### config.mk
export PLATFORM = sky130hd
export DESIGN_NAME = dmac2_ll
export DESIGN_NICKNAME = d
export VERILOG_FILES = /design/src/rtl/dmac2_pkg.sv /design/src/rtl/dmac2_chan.sv /design/src/rtl/dmac2_arb.sv /design/src/rtl/dmac2_irq.sv /design/src/rtl/dmac2_ll.sv
export SDC_FILE = /design/constraint.sdc
export NUM_CORES = 1
export LEC_CHECK = 0
export BUFFER_PORTS_ARGS = -buffer_cell sky130_fd_sc_hd__buf_4
export CAP_MARGIN = 20
export CORE_MARGIN = 2
export CORE_UTILIZATION = 23
export CTS_CLUSTER_DIAMETER = 40
export DETAILED_ROUTE_END_ITERATION = 7
export PLACE_DENSITY = 0.48
export RECOVER_POWER = 25
export SLEW_MARGIN = 20
export SYNTH_ARGS = -nofsm -noshare
export SYNTH_HDL_FRONTEND = slang
export SYNTH_SLANG_ARGS = --single-unit
### constraint.sdc
create_clock -name clk -period 4 [get_ports clk]
set_input_delay 0.8 -clock clk [delete_from_list [all_inputs] [get_ports clk]]
set_output_delay 0.8 -clock clk [all_outputs]
set_load 0.005 [all_outputs]
### src/rtl/dmac2_pkg.sv
package dmac2_pkg;
  localparam int NCH    = 2;
  localparam int CHW    = (NCH > 1) ? $clog2(NCH) : 1;
  localparam int WIN_SH = 5;

  // global register word indices
  localparam logic [2:0] GI_ANY    = 3'd0;
  localparam logic [2:0] GI_TC     = 3'd1;
  localparam logic [2:0] GI_TCCLR  = 3'd2;
  localparam logic [2:0] GI_ERR    = 3'd3;
  localparam logic [2:0] GI_ERRCLR = 3'd4;
  localparam logic [2:0] GI_RAWTC  = 3'd5;
  localparam logic [2:0] GI_RAWERR = 3'd6;

  // channel register word indices
  localparam logic [2:0] CI_SRC  = 3'd0;
  localparam logic [2:0] CI_DST  = 3'd1;
  localparam logic [2:0] CI_NEXT = 3'd2;
  localparam logic [2:0] CI_CTL  = 3'd3;
  localparam logic [2:0] CI_CFG  = 3'd4;

  localparam int CFG_EN   = 0;
  localparam int CFG_ERRM = 14;
  localparam int CFG_TCM  = 15;
  localparam int CTL_TCIE = 31;

  typedef enum logic [2:0] {
    ST_IDLE, ST_RD, ST_WR, ST_DONE, ST_LD
  } dmac_st_e;
endpackage

### src/rtl/dmac2_chan.sv
module dmac2_chan #(
  parameter int DW    = 32,
  parameter int CNT_W = 12
) (
  input  logic          clk,
  input  logic          rst_n,
  input  logic          sw_we,
  input  logic [2:0]    sw_idx,
  input  logic [DW-1:0] sw_wdata,
  input  logic          step,
  input  logic          ld_en,
  input  logic [1:0]    ld_idx,
  input  logic [DW-1:0] ld_data,
  input  logic          stop,
  output logic [DW-1:0] src,
  output logic [DW-1:0] dst,
  output logic [DW-1:0] nxt,
  output logic [DW-1:0] ctl,
  output logic [DW-1:0] cfg
);
  import dmac2_pkg::*;

  always_ff @(posedge clk) begin
    if (!rst_n) begin
      src <= '0; dst <= '0; nxt <= '0; ctl <= '0; cfg <= '0;
    end else begin
      if (step) begin
        src <= src + DW'(4);
        dst <= dst + DW'(4);
        ctl[CNT_W-1:0] <= ctl[CNT_W-1:0] - CNT_W'(1);
      end
      if (ld_en) begin
        case (ld_idx)
          2'd0: src <= ld_data;
          2'd1: dst <= ld_data;
          2'd2: nxt <= ld_data;
          default: ctl <= ld_data;
        endcase
      end
      if (stop) cfg[CFG_EN] <= 1'b0;
      if (sw_we) begin
        case (sw_idx)
          CI_SRC:  src <= sw_wdata;
          CI_DST:  dst <= sw_wdata;
          CI_NEXT: nxt <= sw_wdata;
          CI_CTL:  ctl <= sw_wdata;
          CI_CFG:  cfg <= sw_wdata;
          default: ;
        endcase
      end
    end
  end

  AST_STEP_DEC: assert property (@(posedge clk) disable iff (!rst_n)
    (step && !sw_we) |=> (ctl[CNT_W-1:0] == $past(ctl[CNT_W-1:0]) - CNT_W'(1)));
endmodule

### src/rtl/dmac2_arb.sv
module dmac2_arb #(
  parameter int N = 2
) (
  input  logic         clk,
  input  logic         rst_n,
  input  logic [N-1:0] req,
  output logic [N-1:0] gnt
);
  always_comb gnt = req & ~(req - N'(1));

  AST_GNT_ONEHOT: assert property (@(posedge clk) disable iff (!rst_n)
    $onehot0(gnt));
  AST_CH0_WINS: assert property (@(posedge clk) disable iff (!rst_n)
    req[0] |-> gnt[0]);
endmodule

### src/rtl/dmac2_irq.sv
module dmac2_irq #(
  parameter int N = 2
) (
  input  logic         clk,
  input  logic         rst_n,
  input  logic [N-1:0] tc_set,
  input  logic [N-1:0] err_set,
  input  logic         tc_clr_we,
  input  logic         err_clr_we,
  input  logic [N-1:0] clr_data,
  input  logic [N-1:0] tc_mask,
  input  logic [N-1:0] err_mask,
  output logic [N-1:0] raw_tc,
  output logic [N-1:0] raw_err,
  output logic [N-1:0] st_tc,
  output logic [N-1:0] st_err,
  output logic [N-1:0] st_any,
  output logic         irq
);
  logic [N-1:0] tc_kill, err_kill;

  always_comb begin
    tc_kill  = tc_clr_we  ? clr_data : '0;
    err_kill = err_clr_we ? clr_data : '0;
    st_tc    = raw_tc & tc_mask;
    st_err   = raw_err & err_mask;
    st_any   = st_tc | st_err;
    irq      = |st_any;
  end

  always_ff @(posedge clk) begin
    if (!rst_n) begin
      raw_tc  <= '0;
      raw_err <= '0;
    end else begin
      raw_tc  <= (raw_tc & ~tc_kill) | tc_set;
      raw_err <= (raw_err & ~err_kill) | err_set;
    end
  end

  AST_TC_STICKY: assert property (@(posedge clk) disable iff (!rst_n)
    !tc_clr_we |=> ((raw_tc & $past(raw_tc)) == $past(raw_tc)));
  AST_ERR_SETS: assert property (@(posedge clk) disable iff (!rst_n)
    (err_set != '0) |=> ((raw_err & $past(err_set)) == $past(err_set)));
endmodule

### src/rtl/dmac2_ll.sv
module dmac2_ll #(
  parameter int REG_AW = 9,
  parameter int DW     = 32,
  parameter int CNT_W  = 12
) (
  input  logic              clk,
  input  logic              rst_n,
  input  logic              reg_we,
  input  logic [REG_AW-1:0] reg_addr,
  input  logic [DW-1:0]     reg_wdata,
  output logic [DW-1:0]     reg_rdata,
  output logic              m_valid,
  input  logic              m_ready,
  output logic              m_write,
  output logic [DW-1:0]     m_addr,
  output logic [DW-1:0]     m_wdata,
  input  logic [DW-1:0]     m_rdata,
  input  logic              m_err,
  output logic              irq
);
  import dmac2_pkg::*;

  localparam int CH_LO = WIN_SH + CHW;

  logic [DW-1:0] c_src [NCH];
  logic [DW-1:0] c_dst [NCH];
  logic [DW-1:0] c_nxt [NCH];
  logic [DW-1:0] c_ctl [NCH];
  logic [DW-1:0] c_cfg [NCH];

  logic [NCH-1:0] step_v, stop_v, ld_v, tc_set, err_set, req, gnt;
  logic [NCH-1:0] tc_mask, err_mask, raw_tc, raw_err, st_tc, st_err, st_any, cur_oh;
  logic [CHW-1:0] cur, gidx, rch;
  logic [2:0]     widx;
  logic           in_chan, chan_ok, glob_ok, tc_clr_we, err_clr_we;
  dmac_st_e       st;
  logic [DW-1:0]  data_q, next_q;
  logic [1:0]     ld_idx;

  // register port decode
  always_comb begin
    in_chan    = reg_addr[REG_AW-1];
    widx       = reg_addr[4:2];
    rch        = reg_addr[WIN_SH +: CHW];
    chan_ok    = in_chan && (reg_addr[REG_AW-2:CH_LO] == '0);
    glob_ok    = !in_chan && (reg_addr[REG_AW-2:WIN_SH] == '0);
    tc_clr_we  = reg_we && glob_ok && (widx == GI_TCCLR);
    err_clr_we = reg_we && glob_ok && (widx == GI_ERRCLR);
  end

  for (genvar g = 0; g < NCH; g++) begin : g_ch
    dmac2_chan #(.DW(DW), .CNT_W(CNT_W)) u_chan (
      .clk, .rst_n,
      .sw_we   (reg_we && chan_ok && (rch == CHW'(g))),
      .sw_idx  (widx),
      .sw_wdata(reg_wdata),
      .step    (step_v[g]),
      .ld_en   (ld_v[g]),
      .ld_idx  (ld_idx),
      .ld_data (m_rdata),
      .stop    (stop_v[g]),
      .src     (c_src[g]),
      .dst     (c_dst[g]),
      .nxt     (c_nxt[g]),
      .ctl     (c_ctl[g]),
      .cfg     (c_cfg[g])
    );
    assign req[g]      = c_cfg[g][CFG_EN];
    assign tc_mask[g]  = c_cfg[g][CFG_TCM];
    assign err_mask[g] = c_cfg[g][CFG_ERRM];
  end

  dmac2_arb #(.N(NCH)) u_arb (.clk, .rst_n, .req, .gnt);

  dmac2_irq #(.N(NCH)) u_irq (
    .clk, .rst_n, .tc_set, .err_set, .tc_clr_we, .err_clr_we,
    .clr_data(reg_wdata[NCH-1:0]), .tc_mask, .err_mask,
    .raw_tc, .raw_err, .st_tc, .st_err, .st_any, .irq
  );

  always_comb begin
    gidx = '0;
    for (int i = NCH - 1; i >= 0; i--) if (gnt[i]) gidx = CHW'(i);
    cur_oh = NCH'(1) << cur;
  end

  // bus master and per-channel update strobes
  always_comb begin
    step_v = '0; stop_v = '0; ld_v = '0; tc_set = '0; err_set = '0;
    m_valid = 1'b0; m_write = 1'b0; m_addr = '0; m_wdata = data_q;
    case (st)
      ST_RD: begin
        m_valid = 1'b1;
        m_addr  = c_src[cur];
        if (m_ready && m_err) begin err_set[cur] = 1'b1; stop_v[cur] = 1'b1; end
      end
      ST_WR: begin
        m_valid = 1'b1;
        m_write = 1'b1;
        m_addr  = c_dst[cur];
        if (m_ready) begin
          if (m_err) begin err_set[cur] = 1'b1; stop_v[cur] = 1'b1; end
          else step_v[cur] = 1'b1;
        end
      end
      ST_DONE: begin
        tc_set[cur] = c_ctl[cur][CTL_TCIE];
        if (c_nxt[cur] == '0) stop_v[cur] = 1'b1;
      end
      ST_LD: begin
        m_valid = 1'b1;
        m_addr  = next_q + DW'({ld_idx, 2'b00});
        if (m_ready) begin
          if (m_err) begin err_set[cur] = 1'b1; stop_v[cur] = 1'b1; end
          else ld_v[cur] = 1'b1;
        end
      end
      default: ;
    endcase
  end

  always_ff @(posedge clk) begin
    if (!rst_n) begin
      st <= ST_IDLE; cur <= '0; data_q <= '0; next_q <= '0; ld_idx <= '0;
    end else begin
      case (st)
        ST_IDLE: if (|req) begin
          cur <= gidx;
          st  <= (c_ctl[gidx][CNT_W-1:0] == '0) ? ST_DONE : ST_RD;
        end
        ST_RD: if (m_ready) begin
          if (m_err) st <= ST_IDLE;
          else begin data_q <= m_rdata; st <= ST_WR; end
        end
        ST_WR: if (m_ready) begin
          if (m_err) st <= ST_IDLE;
          else st <= (c_ctl[cur][CNT_W-1:0] == CNT_W'(1)) ? ST_DONE : ST_IDLE;
        end
        ST_DONE: begin
          if (c_nxt[cur] == '0) st <= ST_IDLE;
          else begin
            next_q <= {c_nxt[cur][DW-1:2], 2'b00};
            ld_idx <= '0;
            st     <= ST_LD;
          end
        end
        ST_LD: if (m_ready) begin
          if (m_err || ld_idx == 2'd3) st <= ST_IDLE;
          else ld_idx <= ld_idx + 2'd1;
        end
        default: st <= ST_IDLE;
      endcase
    end
  end

  // register read mux
  always_comb begin
    reg_rdata = '0;
    if (chan_ok) begin
      case (widx)
        CI_SRC:  reg_rdata = c_src[rch];
        CI_DST:  reg_rdata = c_dst[rch];
        CI_NEXT: reg_rdata = c_nxt[rch];
        CI_CTL:  reg_rdata = c_ctl[rch];
        CI_CFG:  reg_rdata = c_cfg[rch];
        default: ;
      endcase
    end else if (glob_ok) begin
      case (widx)
        GI_ANY:    reg_rdata = DW'(st_any);
        GI_TC:     reg_rdata = DW'(st_tc);
        GI_ERR:    reg_rdata = DW'(st_err);
        GI_RAWTC:  reg_rdata = DW'(raw_tc);
        GI_RAWERR: reg_rdata = DW'(raw_err);
        default: ;
      endcase
    end
  end

  AST_REQ_HOLD: assert property (@(posedge clk) disable iff (!rst_n)
    (m_valid && !m_ready && !reg_we) |=>
      (m_valid && $stable(m_addr) && $stable(m_write) && $stable(m_wdata)));
  AST_ERR_STOPS: assert property (@(posedge clk) disable iff (!rst_n)
    (m_valid && m_ready && m_err && !reg_we) |=> ((req & $past(cur_oh)) == '0));
  AST_ZERO_PTR_STOP: assert property (@(posedge clk) disable iff (!rst_n)
    (st == ST_DONE && c_nxt[cur] == '0 && !reg_we) |=> ((req & $past(cur_oh)) == '0));
endmodule

==> impl_metrics.json <==
{
  "status": "finished with violations",
  "violations": "max-capacitance violations, max-slew violations",
  "pwr_density_cell_mw_per_mm2": 385.8,
  "worstMarginPinSlew_ns": 2.029,
  "num_rows": 116,
  "max_cap_viol_count": 4,
  "post-route-min-period_ns": 3.921,
  "drt-total-wl_mm": 113.7,
  "dp_hpwl_mm": 82.50,
  "slew_viol_final": 123,
  "hold_path.class": "flop to flop",
  "fmax_mhz": 255.0,
  "htree_num_levels": 3,
  "vias": 24650,
  "critical_path.endpoint_type": "primary output",
  "async_flop_share_pct": 0,
  "final_layout_size_suffix_gt1_share_pct": 13.62,
  "utilization_pct": 28.37,
  "fin_nets": 3193,
  "slowest_stage": "o21ai_0",
  "initial_utilization_pct": 23.22,
  "use_met2_pct": 32.62,
  "viasPerCell": 5.531,
  "syn_inst": 3046,
  "cts_buffer_depth": 3,
  "grt.total_usage_pct": 21.32,
  "skew_ns": 0.02482,
  "io_buffers": 174,
  "firstDrtPassIters": 6,
  "cts_tree": "done",
  "post-route-period-util_pct": 98.02,
  "wl_per_cell_um": 25.51,
  "syn_area_mm2": 0.02325,
  "numCtsBuffers": 70,
  "grt_max_degree": 95,
  "rsz0062_at_grt": "no",
  "antenna_cells": 0,
  "total_leakage_power_nw": 10.06,
  "syn_avg_cell_area_um2": 7.633,
  "drc": 0,
  "vdd_drop_max_v": 0.0003261,
  "io_pins": 177,
  "grt_pass1_vias": 22920,
  "crit_required_ns": 3.20,
  "setup_ws_ns": 0.07911,
  "grt_pass1_wl_mm": 164.3,
  "synth_top_area_cell": "dfxtp_1",
  "synth_top_cell_area_share_pct": 33.75,
  "busiest_layer": "met2",
  "yosysSeqAreaShare_pct": 33.75,
  "grt_overflow_total": 0,
  "slew_headroom_pct": -35.29,
  "post_cts_buffers": 0,
  "use_met1_pct": 30.09,
  "yosysWarningCount": 0,
  "clk_pin_slew_ns": 0.05,
  "clk_latency_ns": 0.61,
  "die_y_um": 321.9,
  "clock-root-buffer": "clkbuf_16",
  "die_area_mm2": 0.1036,
  "max_stage_delay_ns": 0.45,
  "setup_viol": 0,
  "ys_ff_latch": 392,
  "cp_common_cell": "buf_4",
  "gp_congestion": 0.9515,
  "hold_viol_final": 0,
  "ant_nets": 0,
  "crit_arrival_ns": 3.12,
  "syn_nets": 3137,
  "synth_edf_count": 0,
  "critPathMaxFanout": 26,
  "hold_buffers": 0,
  "dpl_worst_slack_ns": 0.3706,
  "cp-start-kind": "input port",
  "path_cells": "clkbuf_2, nor3_2, buf_4, a221oi_1, nor2_1, nor3_1, o21ai_0, buf_4",
  "area.growth.synth_to_final_pct": 22.20,
  "synth_cell_types": 65,
  "drt_first_iter_violations": 2980,
  "synth_area_leaders": "dfxtp_1 (34%), mux2i_1 (8.7%), nand2_1 (6.4%)",
  "fillers": 10850,
  "fp.dieW_um": 321.9,
  "antenna_found_initial": 4,
  "critPathKind": "input port to primary output",
  "clkSinkCount": 392,
  "setup_tns_ns": 0,
  "core-area_mm2": 0.1001,
  "met3_usage_pct": 3.339,
  "synth_flop_cell": "dfxtp_1"
}
==> power breakdown <==
group	switching (W)	leakage, nW	internal [W]
registers	0.0000263	3.16	0.00393
logic	0.000708	5.78	0.000300
clock network	0.00225	1.12	0.00374
total	0.00299	10.1	0.00798
==> state kept, by name (all words and copies together), names as in the netlist, 3 cells and up <==
signal,flops
g_ch.u_chan.dst,64
g_ch.u_chan.ctl,64
g_ch.u_chan.cfg,64
next_q,30
st,3
g_ch.u_chan.src,64
g_ch.u_chan.nxt,64
m_wdata,32
==> cell usage after synthesis (3+ instances only) <==
| library cell | number |
|---|---|
| or4_1 | 4 |
| nor3b_1 | 5 |
| and3b_1 | 3 |
| clkbuf_1 | 273 |
| buf_4 | 4 |
| and2_1 | 8 |
| clkbuf_2 | 6 |
| a21oi_1 | 203 |
| o21ai_0 | 61 |
| nand4_1 | 40 |
| mux2i_1 | 203 |
| o221ai_1 | 14 |
| xnor2_1 | 84 |
| a31oi_1 | 11 |
| o211ai_1 | 11 |
| nand2b_1 | 3 |
| nor3_1 | 80 |
| o31ai_1 | 4 |
| a2111oi_0 | 7 |
| dfxtp_1 | 392 |
| nand3_1 | 92 |
| nor4_1 | 39 |
| buf_1 | 23 |
| ha_1 | 12 |
| a211oi_1 | 124 |
| o32ai_1 | 5 |
| inv_1 | 30 |
| or3_1 | 17 |
| nand3b_1 | 3 |
| o22ai_1 | 126 |
| and4_1 | 17 |
| a22oi_1 | 29 |
| nor2_1 | 374 |
| nor2b_1 | 5 |
| a221oi_1 | 115 |
| and3_1 | 66 |
| nand2_1 | 397 |
| a311oi_1 | 45 |
| xor2_1 | 78 |
==> cell type report <==
class                           instances  area [um^2]  area share (%)
Multi-Input combinational cell       2313        14170           49.88
Sequential cell                       392         7853           27.64
Timing Repair Buffer                  292         2313           8.143
Clock buffer                           90         1962           6.905
Tap cell                             1298         1624           5.716
Clock inverter                         38        357.8           1.259
Inverter                               33        131.4          0.4624
==> metrics by stage <==
| stage | instance area (um^2) | hold slack [ns] | power (W) | std cells |
|---|---|---|---|---|
| finish | 28410 | 0.4511 | 0.01096 | 4456 |
| global route | 28410 | 0.4681 | 0.01124 | 4456 |
| CTS | 28480 | 0.4532 | 0.01100 | 4456 |
| detailed placement | 26150 | 0.4463 | 0.005025 | 4328 |
| global placement | 26150 | 0.4410 | 0.005028 | 4328 |
| floorplan | 23250 | 0.4357 | 0.004536 | 3046 |
==> path summary, 6_finish.rpt <==
| check | start | end | slack (ns) | depth (start not counted) |
|---|---|---|---|---|
| worst min register to register | g_ch[1].u_chan.cfg[2] | g_ch[1].u_chan.cfg[2] | 0.45 | 2 |
| worst min-delay path | g_ch[1].u_chan.cfg[2] | g_ch[1].u_chan.cfg[2] | 0.45 | 2 |
| worst max-delay path | reg_addr[2] | reg_rdata[1] | 0.08 | 8 |
| worst max register to register | st[2] | g_ch[1].u_chan.ctl[24] | 0.80 | 7 |
==> repair_timing <==
action / CTS / global route
endpoints found under the hold margin: 0 / 0
resized for setup: 2 / 2
endpoints found under the setup margin: 3 / 3
==> layout by cell type (no fill, tap or decap), types with 61 or more instances in the layout <==
cell type,n
nand2_1,396
dfxtp_1,390
nor2_1,371
buf_4,233
a21oi_1,203
mux2i_1,203
o22ai_1,125
a211oi_1,124
a221oi_1,115
nand3_1,89
xnor2_1,84
xor2_1,78
nor3_1,75
clkbuf_16,74
and3_1,66
o21ai_0,61
==> cell families (layout without fill, tap and decap cells) <==
kind of cell / after synthesis / in the layout / share of synthesized area, %
buffers and inverters: 341 / 453 / 5.613
adders and majority gates: 13 / 13 / 0.7319
and+or+nand+nor: 1163 / 1163 / 22.48
muxes: 205 / 205 / 8.933
xor gates and xnor gates: 162 / 162 / 6.103
AOI/OAI and AO/OA: 770 / 770 / 22.38
DFF: 392 / 392 / 33.75
==> routing by layer <==
| metal | share of wire (%) | vias to the layer above |
|---|---|---|
| met5 | 0.020 | - |
| met4 | 3.6 | 4 |
| met3 | 8.1 | 197 |
| met2 | 44 | 1212 |
| met1 | 45 | 11970 |
| li1 | - | 11270 |
==> critical path: cells and delay by family <==
| family | cells | cell delay, ns |
|---|---|---|
| AND/OR/NAND/NOR | 3 | 0.77 |
| AO/OA/AOI/OAI | 2 | 0.62 |
| buffers and inverters | 3 | 0.89 |
(Power assumes the default switching activity.)
